**src/rtl/dbg_break_unit.sv**
```systemverilog
module dbg_break_unit #(
  parameter int AW = 32,
  parameter int DW = 32,
  parameter int IW = 8,
  parameter int CW = 16
) (
  input  logic          clk,
  input  logic          rst_n,
  input  logic          cfg_we,
  input  logic [3:0]    cfg_addr,
  input  logic [31:0]   cfg_wdata,
  input  logic          bus_valid,
  input  logic [AW-1:0] bus_addr,
  input  logic [DW-1:0] bus_data,
  input  logic [IW-1:0] bus_asid,
  input  logic [1:0]    bus_size,
  input  logic          bus_fetch,
  input  logic          bus_write,
  input  logic          bus_sel,
  input  logic          cpu_block,
  output logic          brk_req,
  output logic [1:0]    match_flags
);
  localparam int CTLW = 16 + IW;

  logic [CTLW-1:0] ctl0, ctl1;
  logic [AW-1:0]   adr0, adr1, msk0, msk1;
  logic [DW-1:0]   dat1, dmsk1;
  logic [CW-1:0]   cnt1;
  logic            armed;

  function automatic logic attr_ok(input logic [CTLW-1:0] c);
    return (!c[1] || bus_size == c[3:2]) &&
           (bus_fetch ? c[4] : c[5]) &&
           (bus_write ? c[7] : c[6]) &&
           (!c[9] || bus_sel == c[8]) &&
           (!c[10] || bus_asid == c[16 +: IW]);
  endfunction

  logic raw0, raw1, hit0, hit1, cnt_gate, first_hit, second_hit, fire;
  logic seq_en, seq_first, cnt_en, flag_wr;

  assign seq_en    = ctl1[13];
  assign seq_first = ctl1[14];
  assign cnt_en    = ctl1[12];

  assign raw0 = bus_valid && ctl0[0] && attr_ok(ctl0) &&
                (((bus_addr ^ adr0) & ~msk0) == '0);
  assign raw1 = bus_valid && ctl1[0] && attr_ok(ctl1) &&
                (((bus_addr ^ adr1) & ~msk1) == '0) &&
                (!ctl1[11] || (((bus_data ^ dat1) & ~dmsk1) == '0));

  assign cnt_gate   = !cnt_en || cnt1 <= CW'(1);
  assign hit0       = raw0;
  assign hit1       = raw1 && cnt_gate;
  assign first_hit  = seq_first ? hit1 : hit0;
  assign second_hit = seq_first ? hit0 : hit1;
  assign fire       = seq_en ? (armed && second_hit) : (hit0 || hit1);
  assign flag_wr    = cfg_we && cfg_addr == 4'd9;

  always_ff @(posedge clk or negedge rst_n) begin
    if (!rst_n) begin
      ctl0 <= '0; ctl1 <= '0;
      adr0 <= '0; adr1 <= '0;
      msk0 <= '0; msk1 <= '0;
      dat1 <= '0; dmsk1 <= '0;
    end else if (cfg_we) begin
      case (cfg_addr)
        4'd0: ctl0  <= cfg_wdata[CTLW-1:0];
        4'd1: adr0  <= cfg_wdata[AW-1:0];
        4'd2: msk0  <= cfg_wdata[AW-1:0];
        4'd3: ctl1  <= cfg_wdata[CTLW-1:0];
        4'd4: adr1  <= cfg_wdata[AW-1:0];
        4'd5: msk1  <= cfg_wdata[AW-1:0];
        4'd6: dat1  <= cfg_wdata[DW-1:0];
        4'd7: dmsk1 <= cfg_wdata[DW-1:0];
        default: ;
      endcase
    end
  end

  always_ff @(posedge clk or negedge rst_n) begin
    if (!rst_n)
      cnt1 <= '0;
    else if (cfg_we && cfg_addr == 4'd8)
      cnt1 <= cfg_wdata[CW-1:0];
    else if (raw1 && cnt_en && !cnt_gate)
      cnt1 <= cnt1 - CW'(1);
  end

  always_ff @(posedge clk or negedge rst_n) begin
    if (!rst_n) begin
      armed       <= 1'b0;
      brk_req     <= 1'b0;
      match_flags <= 2'b00;
    end else begin
      armed       <= seq_en && !fire && (armed || first_hit);
      brk_req     <= fire && !cpu_block;
      match_flags <= (flag_wr ? (match_flags & cfg_wdata[1:0]) : match_flags)
                     | {hit1, hit0};
    end
  end
endmodule


```
**config.mk**
```make
export PLATFORM = sky130hd
export DESIGN_NAME = dbg_break_unit
export DESIGN_NICKNAME = d
export VERILOG_FILES = /design/src/rtl/dbg_break_unit.sv
export SDC_FILE = /design/constraint.sdc
export NUM_CORES = 1
export LEC_CHECK = 0
export BUFFER_PORTS_ARGS = -buffer_cell sky130_fd_sc_hd__buf_2
export CORE_AREA = 8 8 187 136
export DETAILED_ROUTE_END_ITERATION = 7
export DIE_AREA = 0 0 195 144
export PLACE_DENSITY = 0.75
export SETUP_SLACK_MARGIN = 0.4
export SLEW_MARGIN = 20
export SYNTH_ARGS = -nofsm -noshare
export SYNTH_HDL_FRONTEND = slang
export SYNTH_SLANG_ARGS = --single-unit
```
**constraint.sdc**
```tcl
create_clock -name clk -period 2 [get_ports clk]
set_input_delay 0.1 -clock clk [delete_from_list [all_inputs] [get_ports clk]]
set_output_delay 0.1 -clock clk [all_outputs]
set_load 0.005 [all_outputs]
```
==> flow_metrics.env, run 1 <==
export IMPL_synth_seq_area_share_pct=54.2
export IMPL_h_tree_depth=1
export IMPL_outcome="complete, but fails checks"
export IMPL_wirelength_met1_um=15300
export IMPL_final_net_count=1245
export IMPL_viasPerCell=5.81
export IMPL_layout_area_overhead_vs_synth_pct=26.4
export IMPL_dieArea_um2=28100
export IMPL_grt_pass1_vias=8757
export IMPL_clk_insertion_delay_late_ns=0.53
export IMPL_failed_checks="negative setup slack"
export IMPL_tritoncts_num_buffers=25
export IMPL_drt_pre_antenna_iters=5
export IMPL_finalWirelength_um=32500
export IMPL_groute_usage_overall_pct=23.4
export IMPL_synthesis_yosys_warnings=0
export IMPL_post_drt_wl_per_cell_um=22.6
export IMPL_critical_path_reg2reg_endpoint="cnt1[6]$_DFFE_PN0P_"
export IMPL_fin_crit_ns=2.34
export IMPL_row_count=47
export IMPL_mostFrequentLayoutCells="sky130_fd_sc_hd__dfrtp_1 (254), sky130_fd_sc_hd__mux2_2 (234), sky130_fd_sc_hd__buf_2 (119), sky130_fd_sc_hd__xnor2_1 (110), sky130_fd_sc_hd__buf_4 (90)"
export IMPL_critPathBufInv=3
export IMPL_worstMarginPinSlew_ns=0.688
export IMPL_setup_reg_to_reg_worst_slack_ns=-0.34
export IMPL_clock_skew_ns=0.0155
export IMPL_critPathLaunchType="flip-flop"
export IMPL_r2r_start="adr1[13]$_DFFE_PN0P_"
export IMPL_grt_first_pass_wirelength_um=51100
export IMPL_die_height_um=144
export IMPL_max_clock_freq_mhz=427
export IMPL_io_buffers=120
export IMPL_final_max_slew_violation_count=0
export IMPL_cp_top_family="compound AO/OA/AOI/OAI gates"
export IMPL_worst_setup_hold_path_clk_slew_ns=0.07
export IMPL_drtIter0Drc=577
export IMPL_synth_top_cell_by_area="sky130_fd_sc_hd__dfrtp_1"
export IMPL_totalNegativeSetupSlack_ns=-5.04
export IMPL_synth_edff_count=0
export IMPL_top_routing_layer_used="met5"
export IMPL_timing_final_setup_violations=19
export IMPL_power_density_nw_per_um2=1070
export IMPL_timing_critical_path_fanout_max=7
export IMPL_dr_wl_met2_um=14300
export IMPL_stages_on_worst_setup_path=10
export IMPL_worst_hold_path_num_cells=3
export IMPL_synth_area_leaders="sky130_fd_sc_hd__dfrtp_1 (54%), sky130_fd_sc_hd__mux2_2 (23%), sky130_fd_sc_hd__xnor2_1 (8.7%)"
export IMPL_grt_max_degree=64
export IMPL_layout_cell_share_with_drive_strength_beyond_1_pct=48.1
export IMPL_pin_count=121
export IMPL_postSynth_asyncResetShare_pct=100
export IMPL_end_kind="flip-flop"
export IMPL_vias=8353
export IMPL_fin_worst_hold_slack_ns=0.0185
export IMPL_route_antenna_remaining_nets=0
export IMPL_slew_headroom_pct=53.7
export IMPL_dieWidth_um=195
export IMPL_post_synth_top_area_fraction_pct=54.2
export IMPL_timing_hold_violations_final=0
export IMPL_clock_sinks=254
export IMPL_critical_path_cell_chain="xnor2_1, o22ai_1, nor4_1, nand4_1, buf_4, a211oi_4, buf_6, buf_12, nand3b_1, a31oi_1"
export IMPL_grt_overflow_total=0
export IMPL_antenna_cells=0
export IMPL_finalWeightedCongestion=0.856
export IMPL_worst_hold_path_type="in -> reg"
export IMPL_dp_hpwl_um=23100
export IMPL_cp_slowest_cell="sky130_fd_sc_hd__dfrtp_1"
export IMPL_route_detailed_drc=0
export IMPL_met3WireLength_um=2110
export IMPL_design_core_area_um2=22800
export IMPL_synth_area_per_cell_um2=13.3
export IMPL_synth_seq_cells=254
export IMPL_max_vdd_ir_drop_mv=0.736
export IMPL_cts_root_to_sink_buffers=3
export IMPL_effective_utilization_at_floorplan_pct=51.4
export IMPL_tritoncts_clock_tree="yes"
export IMPL_grt_antenna_before_repair=1
export IMPL_critical_path_sink="cnt1[6]$_DFFE_PN0P_"
export IMPL_syn_area_um2=11700
export IMPL_clk_root_buffer_cell="sky130_fd_sc_hd__clkbuf_16"
export IMPL_cp_slowest_stage_delay_ns=0.39
export IMPL_timing_worst_setup_path_type="reg -> reg"
export IMPL_synth_distinct_cells=50
export IMPL_required_ns=2.43
export IMPL_top_ff_cell_synth="sky130_fd_sc_hd__dfrtp_1"
export IMPL_max_cap_viol_count=0
export IMPL_finalWorstSetupSlack_ns=-0.345
export IMPL_min_period_over_period_pct=117
export IMPL_reg2regPathDepth=10
export IMPL_static_leakage_power_uw=0.00639
export IMPL_syn_instance_count=884
export IMPL_synth_fp_nets=1004
export IMPL_final_common_cell="sky130_fd_sc_hd__dfrtp_1"
export IMPL_unrepaired_setup_endpoints_after_global_routing="true"
export IMPL_timing_critical_path_from="adr1[13]$_DFFE_PN0P_"
export IMPL_critPathArrivalTime_ns=2.78
-- worst min-delay path by stage --
| stage | start | endpoint | slack (ns) |
|---|---|---|---|
| after floorplan | rst_n | adr0[0]$_DFFE_PN0P_ | -0.20 |
| after global placement | rst_n | msk0[23]$_DFFE_PN0P_ | 0.09 |
| after detailed placement | rst_n | adr0[19]$_DFFE_PN0P_ | 0.09 |
| after CTS | cfg_wdata[18] | dmsk1[18]$_DFFE_PN0P_ | 0.003 |
| after global routing | cfg_wdata[16] | msk1[16]$_DFFE_PN0P_ | 0.02 |
| final | cfg_wdata[4] | cnt1[4]$_DFFE_PN0P_ | 0.02 |
-- kinds of logic after synthesis --
family,share of synthesized area (%)
compound gates,6.01
simple gates,6.05
flops,54.2
mux,23.3
xor+xnor,8.96
buf+inv,1.26
fa+ha+maj,0.213
-- tightest hold or removal path: stages --
cell	delay, ns
sky130_fd_sc_hd__buf_2	0.24
sky130_fd_sc_hd__a21oi_1	0.11
sky130_fd_sc_hd__nand2_1	0.05
-- Yosys cell counts (all sizes together), types with 2 or more instances --
| master | number |
|---|---|
| o22ai | 57 |
| mux2i | 5 |
| o21ai | 12 |
| a31oi | 11 |
| buf | 12 |
| a2111oi | 2 |
| nand4 | 12 |
| nand2 | 29 |
| and3 | 3 |
| xor2 | 3 |
| ha | 2 |
| a211oi | 2 |
| nand3b | 12 |
| mux2 | 238 |
| clkbuf | 19 |
| nor2b | 2 |
| nor2 | 24 |
| nor3 | 4 |
| xnor2 | 117 |
| a21bo | 7 |
| dfrtp | 254 |
| a21oi | 4 |
| nand3 | 4 |
| or4 | 4 |
| nor4 | 23 |
| nor3b | 4 |
| inv | 6 |
-- layer usage --
layer,GRT usage (%),up-vias
met1,34.0,4328
met4,5.53,2
met5,0,-
met3,4.84,50
li1,-,3720
met2,35.6,253
-- flip-flops by register name, summed over array words and instances (netlist names) --
signal	cells
adr0	32
adr1	32
dat1	32
dmsk1	32
msk0	32
msk1	32
ctl1	23
ctl0	19
cnt1	16
match_flags	2
armed	1
brk_req	1
-- layout make-up --
class,instances,area (um^2)
Inverter,6,22.5
Tap cell,294,368
Multi-Input combinational cell,593,5420
Clock inverter,17,256
Clock buffer,29,671
Sequential cell,254,6360
Fill cell,1732,7990
Timing Repair Buffer,245,1730
-- through the flow --
stage / power (uW) / instance area (um^2) / utilization [%] / worst slack (ns) / std cells
3_3_place_gp: 10400 / 13500 / 59.1 / -0.344 / 1366
6_report: 15900 / 14800 / 65.0 / -0.345 / 1438
3_5_place_dp: 10500 / 13500 / 59.1 / -0.378 / 1366
2_1_floorplan: 9120 / 11800 / - / -0.00536 / 884
4_1_cts: 16000 / 14800 / 64.9 / -0.276 / 1437
5_1_grt: 16600 / 14800 / 65.0 / -0.427 / 1438
-- power by group --
| part | total, uW | internal (uW) | switching [uW] |
|---|---|---|---|
| logic | 3570 | 2070 | 1490 |
| clock network | 5290 | 3200 | 2090 |
| registers | 7070 | 6300 | 767 |
| total | 15900 | 11600 | 4350 |
-- what timing repair did --
action | in CTS | in global routing
pin swaps | 20 | 11
setup buffers | 3 | 1
cloned | 0 | 0
hold endpoints to repair | 277 | 0
gates resized for setup | 28 | 5
hold buffers | 22 | 0
endpoints found under the setup margin | 20 | 20
No activity file was read; power rests on OpenSTA's default activity.
==> run 2, diff against run 1 <==
Settings changed: CELL_PAD_IN_SITES_DETAIL_PLACEMENT from default to 2, CELL_PAD_IN_SITES_GLOBAL_PLACEMENT from default to 2, CORE_AREA 8 8 187 136 to 8 8 222 160, DIE_AREA 0 0 195 144 to 0 0 230 168, GPL_TIMING_DRIVEN from default to 0, PLACE_DENSITY 0.75 to default, PLACE_DENSITY_LB_ADDON from default to 0.1.
==> run 2 against run 1 <==
  * The run still ends with negative setup slack left
  * Design area shrank 0.47%
  * Critical path depth shrank 1
  * Die area grew 38%
  * Sequential power grew 2%
  * Global-route usage shrank 2.7 points
  * Total power grew 1.2%
  * Register-to-register slack is essentially flat
  * Non-clock buffer count shrank 51
  * Sequential share of layout area grew 0.24 points
  * Via count shrank 3.0%
  * Combinational power shrank 3%
==> flow_metrics.env, run 2 (synthesis gave the netlist of run 1 again) <==
export IMPL_outcome="complete, but fails checks"
export IMPL_failed_checks="negative setup slack"
export IMPL_finalWorstSetupSlack_ns=-0.333
export IMPL_timing_hold_violations_final=0
export IMPL_cp_slowest_cell="sky130_fd_sc_hd__a2111o_1"
export IMPL_row_count=55
export IMPL_required_ns=2.47
export IMPL_final_common_cell="sky130_fd_sc_hd__dfrtp_1"
export IMPL_path_common_cell="sky130_fd_sc_hd__buf_6"
export IMPL_max_vdd_ir_drop_mv=0.661
export IMPL_effective_utilization_at_floorplan_pct=36.7
export IMPL_finalWeightedCongestion=0.769
export IMPL_min_period_over_period_pct=117
export IMPL_design_core_area_um2=31900
export IMPL_totalNegativeSetupSlack_ns=-5.18
export IMPL_worstMarginPinSlew_ns=1.10
export IMPL_dpl_instance_area_um2=12900
export IMPL_tritoncts_clock_tree="yes"
export IMPL_power_density_nw_per_um2=1090
export IMPL_viasPerCell=5.32
export IMPL_timing_final_setup_violations=19
export IMPL_end_kind="flip-flop"
export IMPL_route_detailed_drc=0
export IMPL_dp_hpwl_um=27900
export IMPL_worst_hold_path_type="in -> reg"
export IMPL_cp_slowest_stage_delay_ns=0.41
export IMPL_dieWidth_um=230
export IMPL_h_tree_depth=1
export IMPL_critPathLaunchType="flip-flop"
export IMPL_antenna_cells=0
export IMPL_max_clock_freq_mhz=429
export IMPL_io_buffers=117
export IMPL_total_power_uw=16100
export IMPL_layout_area_overhead_vs_synth_pct=25.8
export IMPL_layout_cell_share_with_drive_strength_beyond_1_pct=47.0
export IMPL_post_drt_wl_per_cell_um=26.4
export IMPL_timing_worst_setup_path_type="reg -> reg"
export IMPL_netSwitchingFraction_pct=28.4
export IMPL_unrepaired_setup_endpoints_after_global_routing="true"
export IMPL_grt_pass1_vias=9319
export IMPL_worst_setup_hold_path_clk_slew_ns=0.06
export IMPL_fin_util_pct=46.2
export IMPL_final_max_slew_violation_count=0
export IMPL_clock_skew_ns=0.0111
export IMPL_critPathArrivalTime_ns=2.81
export IMPL_grt_overflow_total=0
export IMPL_drt_pre_antenna_iters=4
export IMPL_grt_max_degree=94
export IMPL_route_antenna_remaining_nets=0
export IMPL_static_leakage_power_uw=0.00625
export IMPL_pin_count=121
export IMPL_fin_crit_ns=2.33
export IMPL_tritoncts_num_buffers=27
export IMPL_fin_worst_hold_slack_ns=0.0238
export IMPL_grt_first_pass_wirelength_um=60500
export IMPL_vias=8106
export IMPL_combinationalPowerShare_pct=21.5
export IMPL_drtIter0Drc=440
export IMPL_mostFrequentLayoutCells="sky130_fd_sc_hd__dfrtp_1 (250), sky130_fd_sc_hd__mux2_2 (234), sky130_fd_sc_hd__buf_2 (117), sky130_fd_sc_hd__xnor2_1 (90), sky130_fd_sc_hd__o22ai_1 (50)"
export IMPL_max_cap_viol_count=0
export IMPL_timing_critical_path_fanout_max=4
export IMPL_setup_reg_to_reg_worst_slack_ns=-0.33
export IMPL_critical_path_cell_chain="xnor2_1, o22ai_1, nor4_2, nand4_1, buf_6, buf_6, a2111o_1, or2_1, o22ai_2"
export IMPL_groute_usage_overall_pct=20.7
export IMPL_internal_power_uw=11500
export IMPL_clockPowerShare_pct=34.0
export IMPL_nFillCells=3147
export IMPL_slew_headroom_pct=26.9
export IMPL_final_net_count=1196
export IMPL_grt_antenna_before_repair=6
export IMPL_finalWirelength_um=40200
export IMPL_dieArea_um2=38600
export IMPL_die_height_um=168
export IMPL_layout_cell_area_non_filler_um2=14800
export IMPL_p_switching_uw=4570
export IMPL_cts_root_to_sink_buffers=3
export IMPL_clock_sinks=254
export IMPL_sequential_share_of_power_pct=44.6
export IMPL_clk_insertion_delay_late_ns=0.55
export IMPL_clk_root_buffer_cell="sky130_fd_sc_hd__clkbuf_16"
## run 2: cell types whose count changed in the layout (fill, tap and decap cells not counted), moves of 9 or more
cell | before | now
sky130_fd_sc_hd__buf_4 | 90 | 17
sky130_fd_sc_hd__xnor2_1 | 110 | 90
sky130_fd_sc_hd__xnor2_2 | 7 | 27
sky130_fd_sc_hd__clkbuf_2 | 0 | 14
sky130_fd_sc_hd__clkbuf_1 | 1 | 12
sky130_fd_sc_hd__buf_12 | 9 | 0
## run 2: what timing repair did
| item | CTS | global route |
|---|---|---|
| resized for setup | 55 | 40 |
| buffers inserted | 15 | 5 |
| gates cloned | 1 | 1 |
| hold buffers | 22 | 0 |
| endpoints found under the setup margin | 106 | 52 |
| endpoints found under the hold margin | 171 | 0 |
| pin swaps | 27 | 24 |
## run 2: path summary, 6_finish.rpt
check	start	to	cells after the start
worst max-delay path	dat1[26]$_DFFE_PN0P_	armed$_DFF_PN0_	9
worst min-delay path	cfg_wdata[5]	cnt1[5]$_DFFE_PN0P_	3
worst max register to register	dat1[26]$_DFFE_PN0P_	armed$_DFF_PN0_	9
worst min register to register	msk0[18]$_DFFE_PN0P_	msk0[18]$_DFFE_PN0P_	1
max in group asynchronous	rst_n	ctl1[2]$_DFFE_PN0P_	3
min in group asynchronous	rst_n	dmsk1[27]$_DFFE_PN0P_	2
## run 2: cell type report
cell class                 count  area, um^2  area share (%)
buffer                        31         169            1.14
tap                          427         534            3.62
sequential                   254        6360            43.1
clock inverter                13         198            1.34
timing repair buffer         163        1070            7.27
clock buffer                  36         759            5.15
multi-input combinational    593        5640            38.2
inverter                       6        22.5           0.153
## run 2: routing by layer
metal / track usage, % / routed length [um]
met5: 0 / 13
met4: 4.87 / 799
met3: 3.76 / 2160
met2: 32.8 / 18400
met1: 29.2 / 18900
## run 2: through the flow
step,std cells,setup WS [ns]
after floorplan,884,-0.00536
after global placement,1428,-4.16
after detailed placement,1430,-0.866
after CTS,1517,-0.348
after global routing,1523,-0.465
final,1523,-0.333
## run 2: critical path: cells and delay by family (launching register included)
family	cells	cell delay (ns)
DFF	1	0.39
AOI/OAI and AO/OA	3	0.61
and+or+nand+nor	3	0.79
xor gates and xnor gates	1	0.17
buffers and inverters	2	0.30
## run 2: power by group through the flow
stage / Combinational [uW] / Clock (uW) / Sequential [uW]
after global routing: 3750 / 5850 / 7320
after global placement: 3010 / 0 / 7120
after detailed placement: 3120 / 0 / 7180
after floorplan: 2180 / 0 / 6950
after CTS: 3360 / 5620 / 7130
final: 3460 / 5480 / 7180
==> run 3, diff against run 2 <==
Settings changed: CORE_AREA 8 8 222 160 to 8 8 205 148, DIE_AREA 0 0 230 168 to 0 0 213 156.
Clock period 2 ns to 2.71 ns, I/O delays scaled along.
==> run 3 against run 2 <==
  * The run now ends clean
  * Sequential cell count did not move
  * Design area rose by 0.30%
  * Critical path depth rose by 1
  * Fmax fell by 9.2%
  * Utilization rose by 8.1 points
  * First-iteration DRC count rose by 32%
  * Die area fell by 14%
  * Sequential power fell by 25%
  * Largest power group unchanged
==> flow_metrics.env, run 3 (synthesis gave the netlist of run 1 again) <==
export IMPL_tritoncts_num_buffers=28
export IMPL_total_power_uw=12400
export IMPL_fin_crit_ns=2.57
export IMPL_h_tree_depth=1
export IMPL_p_switching_uw=3750
export IMPL_min_period_over_period_pct=94.8
export IMPL_required_ns=3.14
export IMPL_static_leakage_power_uw=0.00628
export IMPL_totalNegativeSetupSlack_ns=0
export IMPL_effective_utilization_at_floorplan_pct=43.0
export IMPL_met3WireLength_um=2240
export IMPL_wirelength_met1_um=19000
export IMPL_slew_headroom_pct=31.4
export IMPL_end_kind="flip-flop"
export IMPL_top_routing_layer_used="met4"
export IMPL_mostFrequentLayoutCells="sky130_fd_sc_hd__dfrtp_1 (252), sky130_fd_sc_hd__mux2_2 (236), sky130_fd_sc_hd__buf_2 (116), sky130_fd_sc_hd__xnor2_1 (81), sky130_fd_sc_hd__o22ai_1 (46)"
export IMPL_post_drt_wl_per_cell_um=29.8
export IMPL_timing_final_setup_violations=0
export IMPL_clockPowerShare_pct=34.2
export IMPL_drtIter0Drc=581
export IMPL_grt_first_pass_wirelength_um=62500
export IMPL_pre_cts_slack_ns=-0.203
export IMPL_route_detailed_drc=0
export IMPL_unrepaired_setup_endpoints_after_global_routing="true"
export IMPL_clock_sinks=254
export IMPL_dieWidth_um=213
export IMPL_worstMarginPinSlew_ns=1.03
export IMPL_combinationalPowerShare_pct=22.3
export IMPL_finalWorstSetupSlack_ns=0.142
export IMPL_grt_max_degree=94
export IMPL_critPathLaunchType="flip-flop"
export IMPL_timing_critical_path_from="adr1[9]$_DFFE_PN0P_"
export IMPL_worst_hold_path_type="in -> reg"
export IMPL_final_net_count=1194
export IMPL_grt_pass1_vias=9824
export IMPL_layout_cell_share_with_drive_strength_beyond_1_pct=47.6
export IMPL_dieArea_um2=33200
export IMPL_outcome="complete, no violations"
export IMPL_groute_usage_overall_pct=25.3
export IMPL_design_core_area_um2=27200
export IMPL_tritoncts_clock_tree="yes"
export IMPL_drt_pre_antenna_iters=5
export IMPL_timing_worst_setup_path_type="reg -> reg"
export IMPL_max_vdd_ir_drop_mv=0.480
export IMPL_worst_setup_hold_path_clk_slew_ns=0.07
export IMPL_route_antenna_remaining_nets=0
export IMPL_layout_cell_area_non_filler_um2=14800
export IMPL_r2r_start="adr1[9]$_DFFE_PN0P_"
export IMPL_clk_root_buffer_cell="sky130_fd_sc_hd__clkbuf_16"
export IMPL_layout_area_overhead_vs_synth_pct=26.2
export IMPL_sequential_share_of_power_pct=43.5
export IMPL_timing_critical_path_fanout_max=5
export IMPL_power_density_nw_per_um2=839
export IMPL_clock_skew_ns=0.0263
export IMPL_pin_count=121
export IMPL_internal_power_uw=8670
export IMPL_max_cap_viol_count=0
export IMPL_die_height_um=156
export IMPL_setup_reg_to_reg_worst_slack_ns=0.14
export IMPL_final_common_cell="sky130_fd_sc_hd__dfrtp_1"
export IMPL_dpl_instance_area_um2=12800
export IMPL_grt_overflow_total=0
export IMPL_vias=8479
export IMPL_dr_wl_met2_um=21200
export IMPL_io_buffers=117
export IMPL_clk_insertion_delay_late_ns=0.57
export IMPL_viasPerCell=5.78
export IMPL_critPathArrivalTime_ns=3.00
export IMPL_finalWirelength_um=43700
export IMPL_hp_start="cfg_wdata[22]"
export IMPL_cts_root_to_sink_buffers=3
export IMPL_finalWeightedCongestion=0.817
export IMPL_timing_hold_violations_final=0
export IMPL_dp_hpwl_um=28000
export IMPL_max_clock_freq_mhz=389
export IMPL_final_max_slew_violation_count=0
export IMPL_netSwitchingFraction_pct=30.2
export IMPL_grt_antenna_before_repair=6
export IMPL_row_count=51
[run 3: cell count changes in the layout (fill, tap and decap cells not counted), moves of 6 or more]
cell,previous run,this run
sky130_fd_sc_hd__buf_1,4,10
sky130_fd_sc_hd__buf_4,17,23
sky130_fd_sc_hd__clkbuf_1,12,23
sky130_fd_sc_hd__clkbuf_2,14,0
sky130_fd_sc_hd__dlygate4sd3_1,22,13
sky130_fd_sc_hd__xnor2_1,90,81
sky130_fd_sc_hd__xnor2_2,27,36
[run 3: timing repair]
item	CTS	global route
endpoints found under the hold margin	143	0
hold buffers	13	0
setup endpoints to repair	19	19
pin swaps	32	26
cloned	0	1
buffers inserted	19	8
gates resized for setup	44	48
[run 3: final cells by class]
type	instances	area, um^2
inverter	6	22.5
tap	371	464
sequential	254	6360
clock buffer	39	812
fill	2594	12400
buffer	31	135
timing repair buffer	160	1020
clock inverter	12	200
multi-input combinational	593	5780
antenna	1	2.50
[run 3: worst max-delay path, stage by stage (launching register included)]
cell and delay (ns):
sky130_fd_sc_hd__dfrtp_1 0.40, sky130_fd_sc_hd__xnor2_1 0.18, sky130_fd_sc_hd__o22ai_1 0.23, sky130_fd_sc_hd__nor4_2 0.36
sky130_fd_sc_hd__nand4_1 0.20, sky130_fd_sc_hd__buf_6 0.19, sky130_fd_sc_hd__a211oi_4 0.30, sky130_fd_sc_hd__buf_6 0.18
sky130_fd_sc_hd__buf_8 0.13, sky130_fd_sc_hd__a31oi_2 0.09, sky130_fd_sc_hd__nand3b_1 0.17
[run 3: worst paths after layout]
check,endpoint,cells after the start
max in group asynchronous,cnt1[4]$_DFFE_PN0P_,4
min,dmsk1[22]$_DFFE_PN0P_,2
max reg2reg,cnt1[13]$_DFFE_PN0P_,10
min reg2reg,match_flags[1]$_DFF_PN0_,2
min in group asynchronous,dat1[17]$_DFFE_PN0P_,2
max,cnt1[13]$_DFFE_PN0P_,10
[run 3: through the flow]
step	utilization (%)	hold slack (ns)	std cells
after CTS	52.8	0.00157	1457
final	54.3	0.0167	1467
after global placement	46.9	0.315	1372
after floorplan	-	-0.160	884
after global routing	54.3	0.00949	1466
after detailed placement	47.1	0.207	1374
[run 3: per-layer routing]
metal	up-vias	track usage, %
li1	3608	-
met1	4528	33.9
met2	257	41.2
met3	86	4.22
met4	0	8.49
met5	-	0
[run 3: power groups by stage]
stage | combinational (uW) | sequential (uW) | clock, uW
floorplan | 1600 | 5130 | 0
global placement | 2210 | 5250 | 0
detailed placement | 2320 | 5320 | 0
CTS | 2550 | 5310 | 4260
global route | 2950 | 5490 | 4430
finish | 2770 | 5400 | 4250
